`src/rtl/kfilt_pkg.sv`:
```
package kfilt_pkg;
  typedef enum logic {
    DIR_ASC  = 1'b0,
    DIR_DESC = 1'b1
  } dir_e;

  typedef struct packed {
    logic carry;
    logic borrow;
  } wrap_t;
endpackage

```
`src/rtl/kfilt_half_cnt.sv`:
```
module kfilt_half_cnt #(
  parameter int unsigned K_MOD = 8,
  parameter bit          DESC  = 1'b0,
  localparam int unsigned CW   = $clog2(K_MOD)
) (
  input  logic          clk_i,
  input  logic          rst_ni,
  input  logic          step_i,
  output logic          wrap_o,
  output logic [CW-1:0] cnt_o
);
  localparam logic [CW-1:0] START = DESC ? CW'(K_MOD - 1) : '0;
  localparam logic [CW-1:0] TERM  = DESC ? '0 : CW'(K_MOD - 1);

  logic [CW-1:0] cnt_q;

  // power-of-two modulus: natural overflow wraps the count
  always_ff @(posedge clk_i or negedge rst_ni) begin
    if (!rst_ni)     cnt_q <= START;
    else if (step_i) cnt_q <= DESC ? cnt_q - 1'b1 : cnt_q + 1'b1;
  end

  assign wrap_o = step_i && (cnt_q == TERM);
  assign cnt_o  = cnt_q;
endmodule

```
`src/rtl/kfilt_pulse_reg.sv`:
```
module kfilt_pulse_reg
  import kfilt_pkg::*;
(
  input  logic  clk_i,
  input  logic  rst_ni,
  input  wrap_t wrap_i,
  output wrap_t wrap_o
);
  always_ff @(posedge clk_i or negedge rst_ni) begin
    if (!rst_ni) wrap_o <= '0;
    else         wrap_o <= wrap_i;
  end
endmodule

```
`src/rtl/kfilt_carry_borrow.sv`:
```
module kfilt_carry_borrow
  import kfilt_pkg::*;
#(
  parameter int unsigned K_MOD = 8
) (
  input  logic clk_i,
  input  logic rst_ni,
  input  logic en_i,
  input  logic dn_up_i,
  output logic carry_o,
  output logic borrow_o
);
  localparam int unsigned CW     = $clog2(K_MOD);
  localparam int unsigned NHALF  = 2;

  if (K_MOD < 2 || (K_MOD & (K_MOD - 1)) != 0) begin : g_bad_k
    $error("K_MOD must be a power of two and at least 2");
  end

  dir_e          dir;
  logic [NHALF-1:0] step;
  logic [NHALF-1:0] wrap;
  logic [CW-1:0]    cnt [NHALF];
  wrap_t            wrap_d, wrap_q;

  assign dir = dir_e'(dn_up_i);

  for (genvar h = 0; h < NHALF; h++) begin : g_half
    localparam bit IS_DESC = (h == 1);
    assign step[h] = en_i && (dir == (IS_DESC ? DIR_DESC : DIR_ASC));

    kfilt_half_cnt #(
      .K_MOD(K_MOD),
      .DESC (IS_DESC)
    ) u_cnt (
      .clk_i (clk_i),
      .rst_ni(rst_ni),
      .step_i(step[h]),
      .wrap_o(wrap[h]),
      .cnt_o (cnt[h])
    );
  end

  assign wrap_d.carry  = wrap[0];
  assign wrap_d.borrow = wrap[1];

  kfilt_pulse_reg u_pulse (
    .clk_i (clk_i),
    .rst_ni(rst_ni),
    .wrap_i(wrap_d),
    .wrap_o(wrap_q)
  );

  assign carry_o  = wrap_q.carry;
  assign borrow_o = wrap_q.borrow;
endmodule

```
`config.mk`:
```
export PLATFORM = sky130hd
export DESIGN_NAME = kfilt_carry_borrow
export DESIGN_NICKNAME = d
export VERILOG_FILES = /design/src/rtl/kfilt_pkg.sv /design/src/rtl/kfilt_half_cnt.sv /design/src/rtl/kfilt_pulse_reg.sv /design/src/rtl/kfilt_carry_borrow.sv
export SDC_FILE = /design/constraint.sdc
export NUM_CORES = 1
export LEC_CHECK = 0
export ABC_AREA = 1
export BUFFER_PORTS_ARGS = -buffer_cell sky130_fd_sc_hd__buf_4
export CORE_AREA = 2 2 39 41
export CTS_CLUSTER_DIAMETER = 40
export DETAILED_ROUTE_END_ITERATION = 10
export DIE_AREA = 0 0 41 43
export HOLD_SLACK_MARGIN = 0.12
export PLACE_DENSITY = 0.52
export SLEW_MARGIN = 30
export SYNTH_ARGS = -nofsm -noshare
export SYNTH_HDL_FRONTEND = slang
export SYNTH_SLANG_ARGS = --single-unit
```
`constraint.sdc`:
```
create_clock -name clk_i -period 1.35 [get_ports clk_i]
set_clock_uncertainty 0.1 [all_clocks]
set_input_delay 0.135 -clock clk_i [delete_from_list [all_inputs] [get_ports clk_i]]
set_output_delay 0.135 -clock clk_i [all_outputs]
set_load 0.1 [all_outputs]
```
Word-level counts from Yosys, hierarchy flattened. Cells that the tools add are included. Widths: inputs -> output; s select.

Flip-flop bits (word level): 8. Bits in latches: 0. Memory bits (writable): 0. Bits in read-only memories: 0. Bits of input ports: 4. Memories kept: 0.

Add/subtract/negate cells: 2. Multiply operators: 0. Div/mod/pow operators: 0. Magnitude comparators: 0. Equal/unequal tests: 1. Shift-type cells: 0. Muxes and demuxes: 0. Bitwise operators: 1. Reductions and logical operators: 5.

Operators by type and width (number): $logic_and 1x1->1 (4); $add 3x1->3 const B (1); $eq 3x3->1 const B (1); $logic_not 3->1 (1); $sub 3x1->3 const B (1); $not 1->1 (1).

Depth between registers and ports, before layout.
Word-level depth: 3. Mapped depth: 5.

Modules after synthesis. From an unflattened synthesis, not the netlist that was laid out.

Cells, all modules: 42. Area total of the unflattened synthesis: 376.6 um2.

By module, submodules not included: kfilt_half_cnt (g_half[1].u_cnt) (instances 1, cells an instance 18, area each 160.2 um2, seq. area each 78.8 um2); kfilt_half_cnt (g_half[0].u_cnt) (instances 1, cells an instance 18, area each 148.9 um2, seq. area each 75.1 um2); kfilt_pulse_reg (instances 1, cells an instance 2, area each 50.0 um2, seq. area each 50.0 um2); kfilt_carry_borrow (instances 1, cells an instance 4, area each 17.5 um2, seq. area each 0.0 um2).

Worst setup path before layout. No wires, ideal clock.

Path type: register -> register. From: register g_half[1].u_cnt.cnt_q[0]. To: register g_half[1].u_cnt.cnt_q[1]. Setup time: 79 ps. Arrival: 973 ps. Path slack: 199 ps. Stages on the path, launching flop included: 4. Buffers on the path: 0. Clock period less this slack: 1151 ps. Path through: dfstp_2 > inv_1 > ha_1 > o21ai_0.

Word-level cells in the longest chain between the ends: 1.

RTL lines: start: declaration (RTL line kfilt_half_cnt.sv:15) `logic [CW-1:0] cnt_q;`; start signal: assignment (RTL line kfilt_half_cnt.sv:20) `else if (step_i) cnt_q <= DESC ? cnt_q - 1'b1 : cnt_q + 1'b1;`; $sub 3x1->3 (RTL line kfilt_half_cnt.sv:20).

Every way passes these cells. A chain may end at the register's enable or synchronous reset.

Worst setup path after layout. Same ends and word-level chain as after synthesis.

==> run metrics <==
Setup TNS=0 ns; area growth from synthesis to layout=30.23%; total global-route track usage=9.100%; post-route ant nets=0; status=finished clean; maximum vdd drop=710.1 uV; Worst-Skew Late Latency=0.25 ns; first-pass GRT wire length=945 um; initial antenna violation count=0; routed wire length=601 um; Worst path max stage delay=0.52 ns; WS Path Type=flop to flop; Starting Density=27.22%; Final #Nets=64; die width=41 um; Placer Congestion=0.7311; synthesized area=376.6 um^2; Clock Path Buffers=2; Num Clock Sinks=8; DP HPWL=441.8 um; Final Power=0.0007718 W; slew at the pin with the worst max-slew slack=0.2775 ns; FF+latch count, synth=8; pwr/cell area=1574 nW/um^2; Hold Vio Cnt, Final=0; Final Cycle Share=89.86%; CTS tree=done; CTS Buf Count=3; Leak=0.2681 nW; Slew Viols, Final=0; Chip Height=43 um; Synthesis Warnings=0; Net Count, Synth=51; relative slew slack=81.65%; Post-Synthesis Cells=43; hold crit path type=input pin to asynchronous set/reset pin; starting DRC count in detailed routing=5; Via Count=282; WP data arrival=1.28 ns; syn_area_per_cell=8.758 um^2; worst-path cell chain=inv_1 -> ha_1 -> o21ai_0; R2R depth=3; post-layout util=35.44%; CP endpoint kind=flop; Max-Cap Viols=0; Pre-antenna DRT Iters=4; Max Fclk=824.3 MHz; total grt overflow=0; core box area=1384 um^2; I/O Buffers=5; num rows=14; CTS HTree Levels=1; synth unique cells=9; DIE AREA=1763 um^2; clock slew at reported path FFs=0.06 ns; Layout fillers=139; wire length per cell=8.465 um; final setup fails=0; Crit-path slowest cell=dfstp_2; Seq/Total Area, Yosys=54.15%; clk root buf=clkbuf_4; fin crit period=1.213 ns; setup slack at placement=0.1403 ns; startpoint types=flop; CP required=1.42 ns; worst setup margin=0.1369 ns; FF+latch area=203.9 um^2; share of layout cells above drive strength 1=20.00%; area of the multi-input gates=146.4 um^2; # diodes=0; num ports=6; crit-path max FO=3; largest net degree at the start of global routing=9; Setup Buffers After CTS=0; vias in the first global route=240; Avg Vias per Cell=3.972; drt drc=0; RSZ-0062 raised after global routing=false
[area by class of cell]
| class | instances | share of cell area, % |
|---|---|---|
| multi-input combinational | 28 | 29.85 |
| sequential | 8 | 41.58 |
| clock buffer | 4 | 5.357 |
| inverter | 7 | 5.357 |
| timing repair buffer | 8 | 13.78 |
| tap | 16 | 4.082 |
[flip-flops by register name (all words and copies together) (netlist names)]
register and count:
g_half.u_cnt.cnt_o 6, u_pulse.wrap_o 2
[synthesized netlist by cell type, drive strengths merged]
master	instances	area (um^2)
nand2	17	63.81
nand3	2	10.01
nand4	1	6.260
ha	4	50.05
nor2	3	11.26
o21ai	1	5.000
dfstp	3	78.83
dfrtp	5	125.1
inv	7	26.28
[worst max-delay path: cells and delay by family, from the launching register on]
| kind | cells | cell delay (ns) |
|---|---|---|
| compound gates | 1 | 0.17 |
| fa+ha+maj | 1 | 0.28 |
| buf+inv | 1 | 0.06 |
| flops | 1 | 0.52 |
[cell usage in the layout (no fill, tap or decap)]
master / netlist / final
nand4_1: 1 / 1
nand2_1: 17 / 17
inv_1: 7 / 7
nor2_1: 3 / 3
dfrtp_1: 5 / 5
dlygate4sd3_1: 0 / 3
clkbuf_1: 0 / 1
ha_1: 4 / 4
o21ai_0: 1 / 1
nand3_1: 2 / 2
buf_4: 0 / 5
dfstp_2: 3 / 3
clkbuf_4: 0 / 3
[cells by family after synthesis]
kind of cell / share of synthesized area [%]
simple gates: 24.25
flops: 54.15
buf+inv: 6.978
fa+ha+maj: 13.29
compound gates: 1.328
[repair_timing]
action / in CTS / in global routing
endpoints found under the hold margin: 15 / 0
resized for setup: 0 / 0
hold buffers: 3 / 0
[metal layers]
metal	routed length [um]	up-vias	GRT usage, %
li1	-	156	-
met1	284	116	8.882
met2	249	8	11.25
met3	52	2	9.424
met4	15	0	6.000
met5	0	-	0
[final timing paths]
check                                                startpoint                              endpoint  slack [ns]
min reg2reg                g_half[1].u_cnt.cnt_o[2]$_DFFE_PN1P_  g_half[1].u_cnt.cnt_o[2]$_DFFE_PN1P_        0.36
max reg2reg                g_half[1].u_cnt.cnt_o[0]$_DFFE_PN1P_  g_half[1].u_cnt.cnt_o[1]$_DFFE_PN1P_        0.14
min in group clk_i         g_half[1].u_cnt.cnt_o[2]$_DFFE_PN1P_  g_half[1].u_cnt.cnt_o[2]$_DFFE_PN1P_        0.36
min                                                      rst_ni  g_half[0].u_cnt.cnt_o[2]$_DFFE_PN0P_        0.13
max in group asynchronous                                rst_ni  g_half[1].u_cnt.cnt_o[1]$_DFFE_PN1P_        0.80
max                        g_half[1].u_cnt.cnt_o[0]$_DFFE_PN1P_  g_half[1].u_cnt.cnt_o[1]$_DFFE_PN1P_        0.14
[power by group]
| part | internal, W | total, W | switching [W] |
|---|---|---|---|
| registers | 0.000333 | 0.000369 | 0.0000365 |
| logic | 0.0000824 | 0.000212 | 0.000130 |
| clock network | 0.000113 | 0.000190 | 0.0000774 |
[metrics by stage]
step | area (um^2) | hold WS (ns) | instances
floorplan | 376.6 | -0.2606 | 43
global placement | 434.2 | -0.1411 | 64
detailed placement | 434.2 | -0.1420 | 64
CTS | 490.5 | 0.1248 | 71
global route | 490.5 | 0.1305 | 71
finish | 490.5 | 0.1303 | 71
No activity file was read; power rests on OpenSTA's default activity.
